$ cat src/rtl/scan_port_pkg.sv
package scan_port_pkg;

  localparam int IR_W = 3;
  localparam int ID_W = 32;

  typedef enum logic [3:0] {
    TLR, RTI, SEL_DR, CAP_DR, SH_DR, EX1_DR, PAU_DR, EX2_DR, UPD_DR,
    SEL_IR, CAP_IR, SH_IR, EX1_IR, PAU_IR, EX2_IR, UPD_IR
  } tapState_t;

  localparam logic [IR_W-1:0] OP_ZSAMP   = 3'b000;
  localparam logic [IR_W-1:0] OP_IDCODE  = 3'b001;
  localparam logic [IR_W-1:0] OP_SAMPZ   = 3'b010;
  localparam logic [IR_W-1:0] OP_SAMPLE  = 3'b100;
  localparam logic [IR_W-1:0] IR_CAPTURE = 3'b001;

  typedef struct packed {
    logic capDr;
    logic shDr;
    logic updDr;
    logic shIr;
    logic selBsr;
    logic selId;
    logic selByp;
  } tapStrobe_t;

endpackage

$ cat src/rtl/scan_port_ctrl.sv
module scan_port_ctrl
  import scan_port_pkg::*;
(
  input  logic       tck,
  input  logic       trstN,
  input  logic       tms,
  input  logic       tdi,
  output tapState_t  tapState,
  output tapStrobe_t strobe,
  output logic       irLsb,
  output logic       outDisable
);

  tapState_t nextState;
  logic [IR_W-1:0] irShift;
  logic [IR_W-1:0] activeOp;
  logic bsrOp;

  always_comb begin
    case (tapState)
      TLR:     nextState = tms ? TLR    : RTI;
      RTI:     nextState = tms ? SEL_DR : RTI;
      SEL_DR:  nextState = tms ? SEL_IR : CAP_DR;
      CAP_DR:  nextState = tms ? EX1_DR : SH_DR;
      SH_DR:   nextState = tms ? EX1_DR : SH_DR;
      EX1_DR:  nextState = tms ? UPD_DR : PAU_DR;
      PAU_DR:  nextState = tms ? EX2_DR : PAU_DR;
      EX2_DR:  nextState = tms ? UPD_DR : SH_DR;
      UPD_DR:  nextState = tms ? SEL_DR : RTI;
      SEL_IR:  nextState = tms ? TLR    : CAP_IR;
      CAP_IR:  nextState = tms ? EX1_IR : SH_IR;
      SH_IR:   nextState = tms ? EX1_IR : SH_IR;
      EX1_IR:  nextState = tms ? UPD_IR : PAU_IR;
      PAU_IR:  nextState = tms ? EX2_IR : PAU_IR;
      EX2_IR:  nextState = tms ? UPD_IR : SH_IR;
      UPD_IR:  nextState = tms ? SEL_DR : RTI;
      default: nextState = TLR;
    endcase
  end

  always_ff @(posedge tck or negedge trstN) begin
    if (!trstN) tapState <= TLR;
    else        tapState <= nextState;
  end

  // instruction shift stage, LSB nearest the serial output
  always_ff @(posedge tck or negedge trstN) begin
    if (!trstN)                 irShift <= IR_CAPTURE;
    else if (tapState == CAP_IR) irShift <= IR_CAPTURE;
    else if (tapState == SH_IR)  irShift <= {tdi, irShift[IR_W-1:1]};
  end

  // active instruction changes only on the falling edge
  always_ff @(negedge tck or negedge trstN) begin
    if (!trstN)                  activeOp <= OP_IDCODE;
    else if (tapState == TLR)    activeOp <= OP_IDCODE;
    else if (tapState == UPD_IR) activeOp <= irShift;
  end

  always_comb begin
    bsrOp = (activeOp == OP_ZSAMP) || (activeOp == OP_SAMPZ) ||
            (activeOp == OP_SAMPLE);
    strobe.capDr  = (tapState == CAP_DR);
    strobe.shDr   = (tapState == SH_DR);
    strobe.updDr  = (tapState == UPD_DR);
    strobe.shIr   = (tapState == SH_IR);
    strobe.selBsr = bsrOp;
    strobe.selId  = (activeOp == OP_IDCODE);
    strobe.selByp = !bsrOp && (activeOp != OP_IDCODE);
  end

  assign irLsb      = irShift[0];
  assign outDisable = (activeOp == OP_ZSAMP) || (activeOp == OP_SAMPZ);

endmodule

$ cat src/rtl/scan_port_dpath.sv
module scan_port_dpath
  import scan_port_pkg::*;
#(
  parameter int              NPINS   = 8,
  parameter logic [ID_W-1:0] ID_CODE = 32'h0A5C_3E49
) (
  input  logic             tck,
  input  logic             trstN,
  input  logic             tdi,
  input  tapStrobe_t       strobe,
  input  logic             irLsb,
  input  logic [NPINS-1:0] pinIn,
  output logic             tdo,
  output logic             tdoEn,
  output logic [NPINS-1:0] bsrOut
);

  logic            bypassBit;
  logic [ID_W-1:0] idShift;
  logic [NPINS-1:0] bsrShift;
  logic [NPINS:0]   bsrLink;
  logic            drLsb;

  always_ff @(posedge tck or negedge trstN) begin
    if (!trstN)                             bypassBit <= 1'b0;
    else if (strobe.capDr && strobe.selByp) bypassBit <= 1'b0;
    else if (strobe.shDr && strobe.selByp)  bypassBit <= tdi;
  end

  always_ff @(posedge tck or negedge trstN) begin
    if (!trstN)                            idShift <= ID_CODE;
    else if (strobe.capDr && strobe.selId) idShift <= ID_CODE;
    else if (strobe.shDr && strobe.selId)  idShift <= {tdi, idShift[ID_W-1:1]};
  end

  // one boundary cell per monitored pin, chained toward cell 0
  assign bsrLink[NPINS] = tdi;
  for (genvar i = 0; i < NPINS; i++) begin : gCell
    always_ff @(posedge tck or negedge trstN) begin
      if (!trstN)                             bsrShift[i] <= 1'b0;
      else if (strobe.capDr && strobe.selBsr) bsrShift[i] <= pinIn[i];
      else if (strobe.shDr && strobe.selBsr)  bsrShift[i] <= bsrLink[i+1];
    end
    assign bsrLink[i] = bsrShift[i];

    always_ff @(negedge tck or negedge trstN) begin
      if (!trstN)                             bsrOut[i] <= 1'b0;
      else if (strobe.updDr && strobe.selBsr) bsrOut[i] <= bsrShift[i];
    end
  end

  always_comb begin
    if (strobe.selBsr)     drLsb = bsrLink[0];
    else if (strobe.selId) drLsb = idShift[0];
    else                   drLsb = bypassBit;
  end

  always_ff @(negedge tck or negedge trstN) begin
    if (!trstN) begin
      tdo   <= 1'b0;
      tdoEn <= 1'b0;
    end else begin
      tdoEn <= strobe.shIr || strobe.shDr;
      if (strobe.shIr)      tdo <= irLsb;
      else if (strobe.shDr) tdo <= drLsb;
    end
  end

endmodule

$ cat src/rtl/scan_port_top.sv
module scan_port_top
  import scan_port_pkg::*;
#(
  parameter int              NPINS   = 8,
  parameter logic [ID_W-1:0] ID_CODE = 32'h0A5C_3E49
) (
  input  logic             tck,
  input  logic             trstN,
  input  logic             tms,
  input  logic             tdi,
  input  logic [NPINS-1:0] pinIn,
  output logic             tdo,
  output logic             tdoEn,
  output logic             outDisable,
  output logic [NPINS-1:0] bsrOut
);

  tapState_t  tapState;
  tapStrobe_t strobe;
  logic       irLsb;

  scan_port_ctrl uCtrl (
    .tck(tck), .trstN(trstN), .tms(tms), .tdi(tdi),
    .tapState(tapState), .strobe(strobe), .irLsb(irLsb),
    .outDisable(outDisable)
  );

  scan_port_dpath #(.NPINS(NPINS), .ID_CODE(ID_CODE)) uDpath (
    .tck(tck), .trstN(trstN), .tdi(tdi), .strobe(strobe), .irLsb(irLsb),
    .pinIn(pinIn), .tdo(tdo), .tdoEn(tdoEn), .bsrOut(bsrOut)
  );

endmodule

$ cat config.mk
export PLATFORM = sky130hd
export DESIGN_NAME = scan_port_top
export DESIGN_NICKNAME = d
export VERILOG_FILES = /design/src/rtl/scan_port_pkg.sv /design/src/rtl/scan_port_ctrl.sv /design/src/rtl/scan_port_dpath.sv /design/src/rtl/scan_port_top.sv
export SDC_FILE = /design/constraint.sdc
export NUM_CORES = 1
export LEC_CHECK = 0
export CELL_PAD_IN_SITES_DETAIL_PLACEMENT = 0
export CELL_PAD_IN_SITES_GLOBAL_PLACEMENT = 1
export CORE_UTILIZATION = 30
export CTS_BUF_LIST = sky130_fd_sc_hd__clkbuf_4 sky130_fd_sc_hd__clkbuf_8
export DETAILED_ROUTE_END_ITERATION = 16
export DONT_BUFFER_PORTS = 1
export GPL_TIMING_DRIVEN = 1
export PLACE_DENSITY = 0.55
export SYNTH_ARGS = -nofsm -noshare
export SYNTH_HDL_FRONTEND = slang
export SYNTH_SLANG_ARGS = --single-unit
$ cat constraint.sdc
create_clock -name tck -period 2.8 [get_ports tck]
set_clock_uncertainty 0.05 [all_clocks]
set_input_delay 0.14 -clock tck [delete_from_list [all_inputs] [get_ports tck]]
set_output_delay 0.14 -clock tck [all_outputs]
set_load 0.1 [all_outputs]
[Word level (Yosys, flattened, before mapping)]
Index checks and enable logic that the tools add are counted.
Storage, ports and cells
  bits in registers: 61
  output and inout bits: 11
  bits of input ports: 12
  logic and storage cells: 106
Operators by class
  reductions and logical operators: 23
  multiplexer cells: 41
  equal/unequal tests: 19
Operators by type and width (count)
  two-way mux 32 bit: 2
  one-hot mux 4 bit (12 select lines): 1
  equality test 4 bit, second input constant: 8
  two-way mux 1 bit: 25
  two-way mux 3 bit: 6
  equality test 4 x 3 -> 1 bit, second input constant: 4
  two-way mux 4 bit: 4
  nonzero test 2 bit: 6
  equality test 4 x 2 -> 1 bit, second input constant: 2
  logical AND 1 bit: 8
  two-way mux 2 bit: 3
  equality test 4 x 1 -> 1 bit, second input constant: 1
  zero test 4 bit: 1
  OR reduction 2 bit: 2
  equality test 3 x 1 -> 1 bit, second input constant: 1
  equality test 3 x 2 -> 1 bit, second input constant: 1
  equality test 3 bit, second input constant: 1
  zero test 3 bit: 1
  logical OR 1 bit: 3
  != test 3 x 1 -> 1 bit, second input constant: 1
  OR reduction 3 bit: 1
  zero test 1 bit: 1

[Longest topological paths before layout]
  depth in word-level cells: 8
  mapped depth: 6
  gate-level depth less buffers: 4

[By module]
Synthesis repeated with hierarchy kept, for this count alone.
Second synthesis, totals
  cells, all modules: 288
  area, all modules: 2810.2 µm²
Modules (own cells, without submodules)
  scan_port_dpath: times used 1, area an instance 2118.3 µm², seq. area each 1293.7 µm², cells an instance 208
  scan_port_ctrl: times used 1, area an instance 691.9 µm², seq. area each 252.7 µm², cells an instance 80

==> results.rst <==
.. list-table::
   :header-rows: 1

   * - Metric
     - Value
   * - Critical path capture point type
     - flop
   * - Global-route met1 utilization
     - 17.44%
   * - Ys flop type
     - dfrtp_1
   * - Global-route met2 utilization
     - 21.33%
   * - Post-synth cell types
     - 37
   * - Die Width
     - 97.70 um
   * - Post-synth top area cell
     - dfrtp_1
   * - Total track usage
     - 13.68%
   * - Maximum number of pins on one net before global-route repair
     - 51
   * - Clock sink total
     - 61
   * - CTS Buf Count
     - 9
   * - Number of buffers inserted by post-CTS setup repair
     - 0
   * - Met3 Use GR
     - 5.036%
   * - Total wire length
     - 6014 um
   * - Sequential area share after synthesis
     - 56.28%
   * - Slowest library cell on the worst path
     - dfstp_2
   * - Maximum count of clock buffers along a single path
     - 2
   * - Worst path bufs/invs
     - 1
   * - Remaining global-route overflow
     - 0
   * - Number of antenna cells inserted
     - 0
   * - Yosys warnings
     - 0
   * - Chip Height
     - 97.70 um
   * - H-tree depth
     - 3
   * - Total number of vias
     - 2071
   * - Die area
     - 0.009545 sq mm
   * - Number of antenna violations at the first check in global routing
     - 0
   * - Largest cells by area after synthesis
     - dfrtp_1 30%, dfstp_2 15%, dfrtn_1 11%
   * - Ratio of cells with drive above 1 in the final layout
     - 29.27%
   * - Worst stage delay on the critical path
     - 530 ps
   * - Cell type group with the largest total delay on the critical path
     - flip-flops
   * - Count leader, synth
     - nand2_1
   * - RSZ-0062 raised after global routing
     - true
   * - Result of the run
     - finished, violations left
   * - Global-route wire length before repair
     - 10150 um
   * - TNS Setup
     - -526.3 ps
   * - IR Drop Worst-Case VDD
     - 0.5758 mV
   * - # port buffers
     - 0
   * - Async SR Flop Fraction
     - 100.0%
   * - Io pins
     - 23
   * - Class of the worst hold path
     - in -> reg
   * - Power per Cell Area
     - 1243 mW/mm^2
   * - Synthesized area per cell
     - 9.607 sq um
   * - Slew at the pin closest to its max-slew limit
     - 621.0 ps
   * - Placed wire-length estimate
     - 3623 um
   * - Cell Chain, Critical Path
     - nor3b_4, buf_4, nor3_2, mux2_2
   * - Core region area
     - 0.008806 sq mm
   * - Clock Pin Slew Worst Setup and Hold Paths
     - 70 ps
   * - Post-synth EDFFs
     - 0
   * - Weighted congestion reported at the end of routability-driven placement
     - 0.7147
   * - Leading cell types by count after synthesis
     - 66 x nand2_1, 37 x o21ai_1, 33 x dfrtp_1
   * - Initial core utilization
     - 31.20%
   * - Number of inserted filler cells in the final layout
     - 892
   * - Max_cap viols
     - 0
   * - Nature of the critical path startpoint
     - flop
   * - Failing checks
     - negative setup slack
   * - Number of global-route vias before repair
     - 2046
   * - Leakage
     - 1.559 nW
   * - Number of iterations in the first detailed-routing pass
     - 4
   * - Area delta synth->final
     - 28.87%
   * - Max-slew headroom
     - 58.60%
   * - Critical Path AT
     - 3000 ps
   * - Cell chosen for the clock root
     - clkbuf_8
   * - Clock latency on the worst-skew pair
     - 370 ps
   * - Yosys reg bits
     - 61
   * - Portion of synthesized cell area occupied by the leading cell type
     - 30.05%
   * - Mean routed wirelength per cell
     - 13.79 um
   * - Layer with the highest usage after global routing
     - met2
   * - DRC violations left
     - 0
   * - Number of hold violations in the final report
     - 0
   * - Number of nets in the synthesized netlist
     - 298
   * - Required @ worst endpoint
     - 2970 ps
   * - Final design utilization
     - 40.21%
   * - Number of routed nets with antenna violations
     - 0
   * - Post-Synthesis Cells
     - 286
   * - Fin worst setup slack
     - -33.47 ps
   * - Total number of placement rows
     - 34
   * - Final net count
     - 335
   * - # setup viols final
     - 28
   * - Number of slew-limit violations in the final report
     - 0
   * - Mapped Area
     - 0.002748 sq mm
   * - Critical Path Fanout Max
     - 3
   * - Violation count after the first detailed-route iteration
     - 81
   * - TritonCTS clock tree
     - done
   * - Vias per std cell
     - 4.750
   * - Type of the setup path with the least slack
     - reg -> reg
## cell type report
class | count | area, sq um | area share, %
Sequential cell | 61 | 1546 | 43.67
Multi-Input combinational cell | 201 | 1170 | 33.04
Timing Repair Buffer | 45 | 460.4 | 13.00
Clock buffer | 12 | 158.9 | 4.488
Tap cell | 108 | 135.1 | 3.816
Clock inverter | 5 | 51.30 | 1.449
Inverter | 4 | 18.77 | 0.5300
## worst register-to-register path, delay by kind of cell (launching register included)
family / cells / cell delay [ps]
DFF: 1 / 530
muxes: 1 / 270
buffers and inverters: 1 / 150
and+or+nand+nor: 2 / 280
## routing by layer
metal	part of all wire, %	up-vias	wire length (um)
met3	4.3	2	258
li1	-	1040	-
met2	47	25	2835
met4	0.75	0	45
met1	48	1004	2874
met5	0	-	0
## state kept, by name, indices dropped and copies added (netlist names)
| name | cells |
|---|---|
| uDpath.bsrOut | 8 |
| uDpath.tdoEn | 1 |
| uCtrl.tapState | 4 |
| uDpath.tdo | 1 |
| uCtrl.activeOp | 3 |
| uDpath.bypassBit | 1 |
| uDpath.idShift | 32 |
| uCtrl.irShift | 3 |
| uDpath.bsrLink | 8 |
## layout by cell type (no fill, tap or decap), types with 2 or more instances in the layout
| master | synthesis | routed |
|---|---|---|
| nand2_1 | 66 | 65 |
| o21ai_1 | 37 | 36 |
| dfrtp_1 | 33 | 33 |
| buf_4 | 1 | 26 |
| nor2_1 | 23 | 21 |
| dfstp_2 | 16 | 16 |
| dfrtn_1 | 12 | 12 |
| clkbuf_8 | 0 | 11 |
| dlygate4sd3_1 | 0 | 11 |
| a21oi_1 | 11 | 10 |
| o21ai_0 | 10 | 10 |
| mux2_2 | 10 | 10 |
| mux2i_1 | 8 | 8 |
| nor3_1 | 4 | 4 |
| buf_12 | 0 | 4 |
| inv_1 | 4 | 3 |
| clkinvlp_4 | 0 | 2 |
| nor3_2 | 2 | 2 |
| nand3_2 | 1 | 2 |
| nand2b_1 | 2 | 2 |
| a211oi_1 | 2 | 2 |
| nand3_1 | 4 | 2 |
| o211ai_1 | 2 | 2 |
| a31oi_1 | 2 | 2 |
| o21ai_2 | 2 | 2 |
| o22ai_1 | 2 | 2 |
| buf_6 | 0 | 2 |
## report_power, final
group,internal [W],switching [W]
Sequential,0.00128,0.000216
Combinational,0.000772,0.00132
Clock,0.000468,0.000348
Total,0.00252,0.00189
## worst paths after layout
check                                      to  slack (ps)  cells past startpoint               start
max                          uDpath.bypassBit         -30                      4   uCtrl.activeOp[0]
min                         uCtrl.tapState[0]          30                      3                 tms
max reg2reg                  uDpath.bypassBit         -30                      4   uCtrl.activeOp[0]
min reg2reg                uDpath.idShift[19]         410                      2  uDpath.idShift[19]
max in group asynchronous   uCtrl.activeOp[0]        1710                      0               trstN
min in group asynchronous  uDpath.idShift[16]         270                      2               trstN
## repair_timing
| action | 4_1_cts | 5_1_grt |
|---|---|---|
| gates resized for setup | 4 | 10 |
| hold buffers | 12 | 0 |
| setup endpoints to repair | 41 | 52 |
| gates cloned | 0 | 1 |
| hold endpoints to repair | 60 | 0 |
| pin swaps | 1 | 1 |
## through the flow
| step | area, sq um | instances | total power (W) | worst slack [ps] | hold slack (ps) |
|---|---|---|---|---|---|
| after global routing | 3541 | 436 | 0.004733 | -109.3 | 43.67 |
| after detailed placement | 3112 | 407 | 0.003470 | -43.21 | -201.9 |
| final | 3541 | 436 | 0.004401 | -33.47 | 28.52 |
| after global placement | 3112 | 407 | 0.003454 | -10.76 | -202.8 |
| after CTS | 3473 | 435 | 0.004348 | -41.84 | 18.57 |
| after floorplan | 2755 | 286 | 0.002890 | -72.39 | -205.6 |
## cells by family (layout without fill, tap and decap cells)
family / Yosys count / in the layout / synth area share, %
AO/OA/AOI/OAI: 72 / 72 / 14.48
multiplexers: 18 / 18 / 7.013
AND/OR/NAND/NOR: 111 / 111 / 18.22
flip-flops: 61 / 61 / 56.28
buffers and inverters: 24 / 66 / 4.007
(Power assumes the default switching activity.)
